## config.mk

```make
export PLATFORM = sky130hd
export DESIGN_NAME = spi_eeprom_rd_master
export DESIGN_NICKNAME = d
export VERILOG_FILES = /design/src/rtl/spi_rd_pkg.sv /design/src/rtl/spi_rd_clkdiv.sv /design/src/rtl/spi_rd_shifter.sv /design/src/rtl/spi_eeprom_rd_master.sv
export SDC_FILE = /design/constraint.sdc
export NUM_CORES = 1
export LEC_CHECK = 0
export ABC_AREA = 1
export BUFFER_PORTS_ARGS = -buffer_cell sky130_fd_sc_hd__buf_4
export CAP_MARGIN = 10
export CORE_ASPECT_RATIO = 0.75
export CORE_MARGIN = 3
export CORE_UTILIZATION = 51
export DETAILED_ROUTE_END_ITERATION = 10
export PLACE_DENSITY = 0.76
export SLEW_MARGIN = 25
export SYNTH_ARGS = -nofsm -noshare
export SYNTH_HDL_FRONTEND = slang
export SYNTH_SLANG_ARGS = --single-unit
```

## constraint.sdc

```tcl
create_clock -name clk -period 2.6 [get_ports clk]
set_input_delay 0.39 -clock clk [delete_from_list [all_inputs] [get_ports clk]]
set_output_delay 0.39 -clock clk [all_outputs]
set_load 0.03 [all_outputs]
```

## src/rtl/spi_rd_pkg.sv

```systemverilog
package spi_rd_pkg;
   localparam int MODE_W = 2;

   typedef enum logic [1:0] {
      SEQ_IDLE = 2'd0,
      SEQ_CTRL = 2'd1,
      SEQ_READ = 2'd2
   } seq_state_t;
endpackage

```

## src/rtl/spi_rd_clkdiv.sv

```systemverilog
// Half-period tick generator for the serial clock.
module spi_rd_clkdiv #(
   parameter int DIV_W = 8
) (
   input  logic             clk,
   input  logic             rst_n,
   input  logic             run,
   input  logic [DIV_W-1:0] div,
   output logic             tick
);
   localparam int HW = DIV_W - 1;

   logic [HW-1:0] half;
   logic [HW-1:0] cnt_q;

   // odd divisors round down, 0 and 1 clamp to a half period of one cycle
   always_comb begin
      if (div[DIV_W-1:1] == '0) half = HW'(1);
      else                      half = div[DIV_W-1:1];
   end

   assign tick = run && (cnt_q == half - HW'(1));

   always_ff @(posedge clk or negedge rst_n) begin
      if (!rst_n)             cnt_q <= '0;
      else if (!run || tick)  cnt_q <= '0;
      else                    cnt_q <= cnt_q + HW'(1);
   end
endmodule

```

## src/rtl/spi_rd_shifter.sv

```systemverilog
// Transmit and receive shift registers; bit order chosen by parameter.
module spi_rd_shifter #(
   parameter int FRAME_W   = 8,
   parameter bit MSB_FIRST = 1'b1
) (
   input  logic               clk,
   input  logic               rst_n,
   input  logic               load,
   input  logic [FRAME_W-1:0] load_data,
   input  logic               shift,
   input  logic               sample,
   input  logic               rxd,
   output logic               tx_bit,
   output logic [FRAME_W-1:0] rx_word
);
   logic [FRAME_W-1:0] tx_q, tx_nxt, rx_q, rx_nxt;

   generate
      if (MSB_FIRST) begin : g_msb
         assign tx_bit = tx_q[FRAME_W-1];
         assign tx_nxt = {tx_q[FRAME_W-2:0], 1'b0};
         assign rx_nxt = {rx_q[FRAME_W-2:0], rxd};
      end else begin : g_lsb
         assign tx_bit = tx_q[0];
         assign tx_nxt = {1'b0, tx_q[FRAME_W-1:1]};
         assign rx_nxt = {rxd, rx_q[FRAME_W-1:1]};
      end
   endgenerate

   always_ff @(posedge clk or negedge rst_n) begin
      if (!rst_n) begin
         tx_q <= '0;
         rx_q <= '0;
      end else begin
         if (load)       tx_q <= load_data;
         else if (shift) tx_q <= tx_nxt;
         if (sample)     rx_q <= rx_nxt;
      end
   end

   assign rx_word = rx_q;
endmodule

```

## src/rtl/spi_eeprom_rd_master.sv

```systemverilog
module spi_eeprom_rd_master
   import spi_rd_pkg::*;
#(
   parameter int               FRAME_W   = 8,
   parameter int               CNT_W     = 8,
   parameter int               DIV_W     = 8,
   parameter logic [MODE_W-1:0] RD_MODE  = 2'd3,
   parameter bit               TXD_HOLD  = 1'b0,
   parameter bit               MSB_FIRST = 1'b1
) (
   input  logic               clk,
   input  logic               rst_n,
   input  logic               enable,
   input  logic               master_sel,
   input  logic [MODE_W-1:0]  xfer_mode,
   input  logic [CNT_W-1:0]   frame_cnt,
   input  logic [DIV_W-1:0]   clk_div,
   input  logic               tx_empty,
   input  logic [FRAME_W-1:0] tx_data,
   output logic               tx_pop,
   input  logic               rx_full,
   output logic               rx_push,
   output logic [FRAME_W-1:0] rx_data,
   output logic               sclk,
   output logic               txd,
   input  logic               rxd,
   output logic               ss_n,
   output logic               done,
   output logic               overflow
);
   localparam int               BIT_W    = $clog2(FRAME_W + 1);
   localparam logic [BIT_W-1:0] BIT_LAST = BIT_W'(FRAME_W);

   generate
      if (FRAME_W < 2) begin : g_bad_frame
         $error("FRAME_W must be at least 2");
      end
      if (CNT_W < 1) begin : g_bad_cnt
         $error("CNT_W must be at least 1");
      end
      if (DIV_W < 2) begin : g_bad_div
         $error("DIV_W must be at least 2");
      end
   endgenerate

   seq_state_t         state_q;
   logic               sclk_q, ss_n_q, done_q, ovf_q, push_q;
   logic [BIT_W-1:0]   bit_q;
   logic [CNT_W-1:0]   rx_cnt_q;
   logic [FRAME_W-1:0] rx_data_q;

   logic tick, rise, fall, frame_end, last_rx, go, next_ctrl, load, shift, busy;
   logic tx_bit;
   logic [FRAME_W-1:0] rx_word;

   assign busy      = (state_q != SEQ_IDLE);
   assign go        = (state_q == SEQ_IDLE) && enable && master_sel &&
                      (xfer_mode == RD_MODE) && !tx_empty;
   assign rise      = tick && !sclk_q;
   assign fall      = tick && sclk_q;
   assign frame_end = fall && (bit_q == BIT_LAST);
   assign last_rx   = (state_q == SEQ_READ) && (rx_cnt_q == frame_cnt);
   assign next_ctrl = frame_end && (state_q == SEQ_CTRL) && !tx_empty;
   assign load      = go || next_ctrl;
   assign shift     = fall && !frame_end;

   spi_rd_clkdiv #(.DIV_W(DIV_W)) u_div (
      .clk   (clk),
      .rst_n (rst_n),
      .run   (busy && enable),
      .div   (clk_div),
      .tick  (tick)
   );

   spi_rd_shifter #(.FRAME_W(FRAME_W), .MSB_FIRST(MSB_FIRST)) u_shf (
      .clk       (clk),
      .rst_n     (rst_n),
      .load      (load),
      .load_data (tx_data),
      .shift     (shift),
      .sample    (rise),
      .rxd       (rxd),
      .tx_bit    (tx_bit),
      .rx_word   (rx_word)
   );

   always_ff @(posedge clk or negedge rst_n) begin
      if (!rst_n) begin
         state_q   <= SEQ_IDLE;
         sclk_q    <= 1'b0;
         ss_n_q    <= 1'b1;
         done_q    <= 1'b0;
         ovf_q     <= 1'b0;
         push_q    <= 1'b0;
         bit_q     <= '0;
         rx_cnt_q  <= '0;
         rx_data_q <= '0;
      end else if (!enable) begin
         state_q <= SEQ_IDLE;
         sclk_q  <= 1'b0;
         ss_n_q  <= 1'b1;
         done_q  <= 1'b0;
         push_q  <= 1'b0;
         bit_q   <= '0;
      end else begin
         done_q <= 1'b0;
         push_q <= 1'b0;
         if (state_q == SEQ_IDLE) begin
            if (go) begin
               state_q  <= SEQ_CTRL;
               ss_n_q   <= 1'b0;
               sclk_q   <= 1'b0;
               bit_q    <= '0;
               rx_cnt_q <= '0;
               ovf_q    <= 1'b0;
            end
         end else begin
            if (rise) begin
               sclk_q <= 1'b1;
               bit_q  <= bit_q + BIT_W'(1);
            end
            if (fall) sclk_q <= 1'b0;
            if (frame_end) begin
               bit_q <= '0;
               if (state_q == SEQ_READ) begin
                  rx_cnt_q  <= rx_cnt_q + CNT_W'(1);
                  rx_data_q <= rx_word;
                  if (rx_full) ovf_q  <= 1'b1;
                  else         push_q <= 1'b1;
                  if (last_rx) begin
                     state_q <= SEQ_IDLE;
                     ss_n_q  <= 1'b1;
                     done_q  <= 1'b1;
                  end
               end else if (tx_empty) begin
                  state_q <= SEQ_READ;
               end
            end
         end
      end
   end

   assign tx_pop   = load;
   assign txd      = (state_q == SEQ_CTRL) ? tx_bit : TXD_HOLD;
   assign sclk     = sclk_q;
   assign ss_n     = ss_n_q;
   assign done     = done_q;
   assign overflow = ovf_q;
   assign rx_push  = push_q;
   assign rx_data  = rx_data_q;
endmodule


```

---- Yosys cells after proc, flatten, opt, wreduce, memory -nomap -nowiden ----
Cells that the tools add are included.
storage, ports and cells
  flip-flop bits (word level) ............. 50
  bits of input ports ..................... 33
  output and inout port bits .............. 15
  logic and storage cells ................. 110
operators by class
  $add $sub $neg .......................... 4
  equality and inequality tests ........... 15
  multiplexer cells ....................... 45
  bitwise operators ....................... 1
  reduce and logical (&&, ||, !) cells .... 33
operators by type and width
  kind                 count
  $mux 8               6
  $mux 1               25
  $mux 4               5
  $reduce_and 4->1     4
  $mux 2               7
  $mux 7               2
  $logic_and 1x1->1    13
  $ne 4x1->1 const B   3
  $reduce_bool 2->1    5
  $ne 3x1->1 const B   3
  $add 8x1->8 const B  1
  $eq 8x8->1           1
  $add 7x1->7 const B  1
  $eq 7x7->1           1
  $logic_not 7->1      1
  $sub 7x1->7 const B  1
  $reduce_and 5->1     1
  $add 4x1->4 const B  1
  $eq 2x2->1 const B   2
  $eq 4x4->1 const B   1
  $logic_not 1->1      4
  $ne 4x4->1 const B   1
  $reduce_and 2->1     2
  $ne 3x3->1 const B   1
  5 further kinds      6

---- Logic depth before layout (Yosys ltp) ----
Gate-level depths: netlist of the first run.
  depth in word-level cells ............... 11
  mapped depth ............................ 19
  mapped depth without buffers ............ 19

---- Modules after synthesis ----
Synthesis of the first run repeated with hierarchy kept, for this count alone.
second synthesis, totals
  cell total of the unflattened synthesis .. 364
  area, all modules ....................... 2,864.0 µm²
by module, submodules not included
  module                times used  cells an instance  area an instance (µm²)  sequential area each (µm²)
  spi_eeprom_rd_master  1           195                1,566.5                 676.9
  spi_rd_shifter        1           73                 676.9                   400.4
  spi_rd_clkdiv         1           96                 620.6                   175.2

---- Worst setup path before layout of the first run ----
Ideal clock, no wire load.
  path type ............................... in2out
  start point ............................. in clk_div[4]
  end point ............................... out tx_pop
  arrival time ............................ 2.152 ns
  required time ........................... 2.210 ns
  setup slack ............................. 0.058 ns
  stages .................................. 14
  buffers on the path ..................... 0
  cell sequence ........................... nor2_2 > nand3_2 > nand2_2 > inv_1 > ha_1 > xor2_1 > nand2_1 > nor2_1 > nand3_1 > nor2_2 > nand2_2 > nor2_4 > nand4_4 > nand2_4
between the ends
  longest elaborated chain between the ends .. 10
ends and longest elaborated chain
  element                             RTL line                    source
  start, declared                     spi_eeprom_rd_master.sv:17  input logic [DIV_W-1:0] clk_div,
  $logic_not 7->1                     spi_rd_clkdiv.sv:18         if (div[DIV_W-1:1] == '0) half = HW'(1);
  $mux 7 (*)                          spi_rd_clkdiv.sv:18
  $sub 7x1->7 (*)                     spi_rd_clkdiv.sv:22         assign tick = run && (cnt_q == half - HW'(1));
  $eq 7x7->1 (*)                      spi_rd_clkdiv.sv:22
  $logic_and 1x1->1 (*)               spi_rd_clkdiv.sv:22
  $logic_and 1x1->1 (*)               spi_eeprom_rd_master.sv:60  assign fall = tick && sclk_q;
  $logic_and 1x1->1 (*)               spi_eeprom_rd_master.sv:61  assign frame_end = fall && (bit_q == BIT_LAST);
  $logic_and 1x1->1 (*) (2 in a row)  spi_eeprom_rd_master.sv:63  assign next_ctrl = frame_end && (state_q == SEQ_CTRL) && !tx_empty;
  $logic_or 1x1->1 (*)                spi_eeprom_rd_master.sv:64  assign load = go || next_ctrl;
  end, declared                       spi_eeprom_rd_master.sv:20  output logic tx_pop,
Mark *: on every way between the ends. The rest lies on a longest branch, timed or not.

---- Final worst setup path of the first run ----
  start point ............................. in clk_div[6]
  end point ............................... out tx_pop
The elaborated chain is that of the path after synthesis.

==> results of run 1 <==
-- power breakdown --
| part | switching (W) | total (W) | leakage, nW | internal [W] |
|---|---|---|---|---|
| sequential | 0.0000215 | 0.000837 | 0.672 | 0.000815 |
| clock | 0.000272 | 0.000658 | 0.0683 | 0.000386 |
| combinational | 0.000130 | 0.000234 | 1.14 | 0.000104 |
| total | 0.000424 | 0.00173 | 1.88 | 0.00131 |
-- final cells by class --
cell class / instances / area share [%]
timing repair buffer: 73 / 15.5
inverter: 56 / 5.62
clock buffer: 5 / 1.84
tap: 75 / 2.51
clock inverter: 3 / 1.84
multi-input combinational: 262 / 39.3
sequential: 50 / 33.5
-- registers in the layout (all words and copies together) (netlist names) --
| signal | flops |
|---|---|
| bit_q | 4 |
| done | 1 |
| overflow | 1 |
| rx_cnt_q | 8 |
| rx_data | 8 |
| rx_push | 1 |
| sclk | 1 |
| ss_n | 1 |
| state_q | 2 |
| u_div.cnt_q | 7 |
| u_shf.rx_word | 8 |
| u_shf.tx_q | 8 |
-- path summary, 6_finish.rpt --
check | from | end | slack (ns) | cells past startpoint
min in group clk | rx_full | rx_push | 0.24 | 2
hold reg to reg | ss_n | ss_n | 0.49 | 2
hold / removal | rst_n | rx_data[1] | 0.09 | 1
setup / recovery | clk_div[6] | tx_pop | 0.05 | 16
setup reg to reg | u_div.cnt_q[6] | bit_q[3] | 0.40 | 14
max in group asynchronous | rst_n | done | 2.07 | 1
-- what timing repair did --
item,in CTS,in global routing
setup buffers,7,2
setup endpoints to repair,1,12
hold buffers,0,0
resized for setup,10,6
pin swaps,11,12
hold endpoints to repair,0,0
-- cell usage after synthesis, drive strengths merged, types with 2 or more instances --
library cell / instances
a21boi: 2
a21oi: 3
buf: 2
dfrtp: 49
ha: 5
inv: 55
nand2: 115
nand3: 29
nand3b: 2
nand4: 18
nor2: 34
nor3: 3
nor3b: 2
o21ai: 24
o22ai: 2
or2: 6
xnor2: 3
xor2: 11
-- kinds of logic (layout without fill, tap and decap cells) --
kind of cell             after synthesis  after routing  synth area share [%]
AND/OR/NAND/NOR                      210            210                  34.5
buffers and inverters                 59            137                  8.12
AO/OA/AOI/OAI                         33             33                  8.04
flip-flops                            50             50                  43.0
XOR/XNOR                              14             14                  4.21
adder cells (fa/ha/maj)                5              5                  2.15
-- routing by layer --
layer	part of all wire (%)	GRT usage, %	vias to the layer above
met5	0	0	-
met4	0.86	5.69	0
met3	3.2	3.67	8
met2	47	31.5	38
met1	49	29.7	1230
li1	-	-	1335
-- through the flow --
step | power (W) | utilization, % | std cells | TNS, ns | setup slack (ns)
2_1_floorplan | 0.000964 | - | 371 | 0 | 0.0581
3_3_place_gp | 0.00106 | 63.6 | 507 | -0.0671 | -0.0671
3_5_place_dp | 0.00107 | 63.6 | 507 | -0.144 | -0.0934
4_1_cts | 0.00174 | 68.0 | 522 | 0 | 0.00789
5_1_grt | 0.00181 | 68.8 | 524 | -0.0801 | -0.0801
6_report | 0.00173 | 68.8 | 524 | 0 | 0.0495
==> impl_metrics.toml, run 1 <==
[worst_setup_path]
startpoint_type = "primary input"
setup.worst_path.class = "in -> out"
critPathTopFamily = "simple AND/OR/NAND/NOR gates"
worst_ep_arrival_time_ns = 2.16
crit_buf_inv = 3
worstPathMaxFanout = 2
endpoint_kind = "output pin"
worstPathCellList = "buf_6 -> nor2_4 -> nand3_2 -> nand2_2 -> inv_2 -> ha_4 -> xor2_2 -> nand2_1 -> nor2_1 -> nand3_1 -> nor2_2 -> nand2_2 -> nor2_4 -> nand4_4 -> nand2_4 -> buf_6"
max_stage_delay_ns = 0.23
slowest_stage = "ha_4"
cp.required_ns = 2.21

[cts]
htreeDepth = 2
cts_tree = "built"
cts_root_buf = "clkbuf_8"
cts_max_path_buffers = 2
clk_pin_slew_ns = 0.10
cts_buffers = 5
clk_latency_ns = 0.31
clock_sinks = 50

[finish]
antenna_cells = 0
areaGrowthSynthToFinish_pct = 28.5
fin_nets = 486
layout_common_cells = "nand2_1 (106), buf_4 (66), inv_1 (51)"
fillCellCount = 459
final_common_cell = "nand2_1"
drive_above_1_share_pct = 29.0
multi_input_area_sq_mm = 0.00147
post-route-cell-area_sq_mm = 0.00374
ff_latch_area_sq_mm = 0.00125

[outcome]
outcome = "finished clean"

[yosys]
synth_area_leaders = "dfrtp_1 (42%), nand2_1 (14%), inv_1 (6.7%)"
syn_area_sq_mm = 0.00291
yosys.area.top_type = "dfrtp_1"
synth_seq_area_share_pct = 43.0
synth_edf_count = 0
synthCells = 371
synthDominantCellAreaShare_pct = 42.1
synth_nets = 409
synth_cell_type_count = 35
syn_area_per_cell_sq_um = 7.85
yosysWarnings = 0
ys.flop_type = "dfrtp_1"
ys_seq_elements = 50
synthArstFlopShare_pct = 100

[die]
die_area_sq_mm = 0.00666
rows = 23
fp.dieW_microns = 93.2
die_height_microns = 71.4
initial_core_util_pct = 53.5
fp.coreArea_sq_mm = 0.00544
ios = 48

[timing]
setup_viol = 0
worst_pin_slew_ns = 0.642
rsz0062_at_grt = "true"
slew_violations = 0
period_share_pct = 98.1
max_freq_mhz = 392
final.min_clock_period_ns = 2.55
holdWs_ns = 0.0866
relSlewSlack_pct = 57.2
finalHoldViolCount = 0
fin_skew_ns = 0.00967

[pwr]
max-vdd-ir-drop_mv = 0.353
p_per_area_mw_per_mm2 = 462
leakage_nw = 1.88

[route]
wire_per_inst_microns = 12.0
drc = 0
drt_iter0_markers = 127
ant_nets = 0
num_vias = 2611
routed_wl_microns = 6290
post_drt_via_cell_ratio = 4.98
firstDrtPassIters = 4

[placed_design]
gp_congestion = 0.837
dpl.hpwl_microns = 4590
placed_area_sq_mm = 0.00346
numPortBuffers = 46

[job]
cap_violations = 0

[global_routing]
grt_pass1_vias = 2488
antenna_found_initial = 0
grt_max_degree = 51
grt-ovfl-total = 0
track_usage_pct = 20.4
grt_pass1_wl_microns = 11000

[hold_path]
hp-class = "in -> async"
Note: power is estimated with default switching activity, not from simulation.
==> run 2, diff against run 1 <==
--- a/config.mk
+++ b/config.mk
@@ -12,7 +12,7 @@
 export CORE_MARGIN = 3
 export CORE_UTILIZATION = 51
 export DETAILED_ROUTE_END_ITERATION = 10
-export PLACE_DENSITY = 0.76
+export PLACE_DENSITY = 0.81
 export SLEW_MARGIN = 25
 export SYNTH_ARGS = -nofsm -noshare
 export SYNTH_HDL_FRONTEND = slang
==> run 2 against run 1 <==
Net effect:
- clock power is 27% lower
- register-to-register slack worse by 0.05 ns
- fmax is 0.81% lower
- die area unchanged
- critical endpoint unchanged
- clock skew is 0.0035 ns higher
==> impl_metrics.toml, run 2 (same netlist as run 1, synthesis figures left out) <==
[cts]
cts_buffers = 5
clock_sinks = 50
htreeDepth = 2
cts_max_path_buffers = 2
cts-hold-fix-buffers = 0
cts_root_buf = "clkbuf_8"
clk_latency_ns = 0.31
clk_pin_slew_ns = 0.11
cts_tree = "built"

[timing]
period_share_pct = 98.9
fin_setup_tns_ns = 0
final.min_clock_period_ns = 2.57
finalHoldViolCount = 0
rsz0062_at_grt = "true"
relSlewSlack_pct = 56.1
setup_viol = 0
slew_violations = 0
holdWs_ns = 0.0847
fin_skew_ns = 0.0132
max_freq_mhz = 389
worst_pin_slew_ns = 0.657

[die]
die_height_microns = 71.4
fp.dieW_microns = 93.2
die_area_sq_mm = 0.00666
fp.coreArea_sq_mm = 0.00544
initial_core_util_pct = 53.5
ios = 48
rows = 23

[placed_design]
dpl.cell_count = 507
numPortBuffers = 46
dpl.hpwl_microns = 4770
gp_congestion = 0.890

[pwr]
power.total_w = 0.00157
leakage_nw = 1.93
p_per_area_mw_per_mm2 = 411
max-vdd-ir-drop_mv = 0.347

[worst_setup_path]
endpoint_kind = "output pin"
worst_ep_arrival_time_ns = 2.18
worstPathMaxFanout = 2
cp.required_ns = 2.21
critPathTopFamily = "simple AND/OR/NAND/NOR gates"
reg2reg_depth = 11
max_stage_delay_ns = 0.26
crit_buf_inv = 3
slowest_stage = "ha_4"
cp.depth = 16
worstPathCellList = "buf_8 -> nor2_4 -> nand3_2 -> nand2_2 -> inv_2 -> ha_4 -> xor2_2 -> nand2_1 -> nor2_1 -> nand3_1 -> nor2_2 -> nand2_2 -> nor2_4 -> nand4_4 -> nand2_4 -> buf_6"
setup.worst_path.class = "in -> out"
startpoint_type = "primary input"

[finish]
ff_latch_area_sq_mm = 0.00125
multi_input_area_sq_mm = 0.00148
fillCellCount = 408
areaGrowthSynthToFinish_pct = 31.1
drive_above_1_share_pct = 31.7
fin_nets = 500
antenna_cells = 0
final_cell_count_no_fill = 538
final_common_cell = "nand2_1"
layout_common_cells = "nand2_1 (106), buf_4 (79), inv_1 (50)"
utilization_pct = 70.2

[route]
routed_wl_microns = 7030
drt_iter0_markers = 188
firstDrtPassIters = 4
ant_nets = 0
num_vias = 2713
wire_per_inst_microns = 13.1
drc = 0
post_drt_via_cell_ratio = 5.04

[global_routing]
grt_max_degree = 51
grt-ovfl-total = 0
grt_pass1_wl_microns = 11500
track_usage_pct = 21.4
antenna_found_initial = 0
grt_pass1_vias = 2623

[hold_path]
hp-class = "in -> async"

[job]
cap_violations = 0

[outcome]
outcome = "finished clean"
-- run 2: where the power goes --
part / total (W) / internal [W] / switching, W
clock: 0.000483 / 0.000199 / 0.000284
sequential: 0.000839 / 0.000815 / 0.0000236
combinational: 0.000249 / 0.000113 / 0.000136
total: 0.00157 / 0.00113 / 0.000444
-- run 2: metrics by stage --
step | area (sq um) | setup slack, ns
after floorplan | 2910 | 0.0581
after global placement | 3460 | -0.0488
after detailed placement | 3460 | -0.0938
after CTS | 3710 | 0.000679
after global routing | 3820 | -0.120
final | 3820 | 0.0286
-- run 2: timing repair --
action                     in CTS  in global routing
setup buffers                  15                  7
setup endpoints to repair       1                 35
resized for setup               9                 11
pin swaps                      12                 12
gates cloned                    0                  1
-- run 2: worst paths after layout --
path,end,slack [ns],from
max,tx_pop,0.03,clk_div[4]
min,rx_data[2],0.08,rst_n
max reg2reg,u_shf.tx_q[1],0.35,state_q[1]
min reg2reg,ss_n,0.48,ss_n
max in group asynchronous,rx_cnt_q[4],2.07,rst_n
min in group clk,rx_push,0.23,rx_full
-- run 2: final cells by class --
| cell class | count | area share, % |
|---|---|---|
| timing repair buffer | 87 | 17.8 |
| inverter | 56 | 5.60 |
| sequential | 50 | 32.8 |
| tap | 75 | 2.46 |
| clock buffer | 5 | 1.80 |
| clock inverter | 3 | 0.688 |
| multi-input combinational | 262 | 38.8 |
-- run 2: metal layers --
layer	GRT usage [%]	up-vias	routed length (microns)
met5	0	-	0
met4	6.18	0	89
met3	4.09	12	311
met2	36.5	67	3530
met1	28.1	1272	3100
li1	-	1362	-
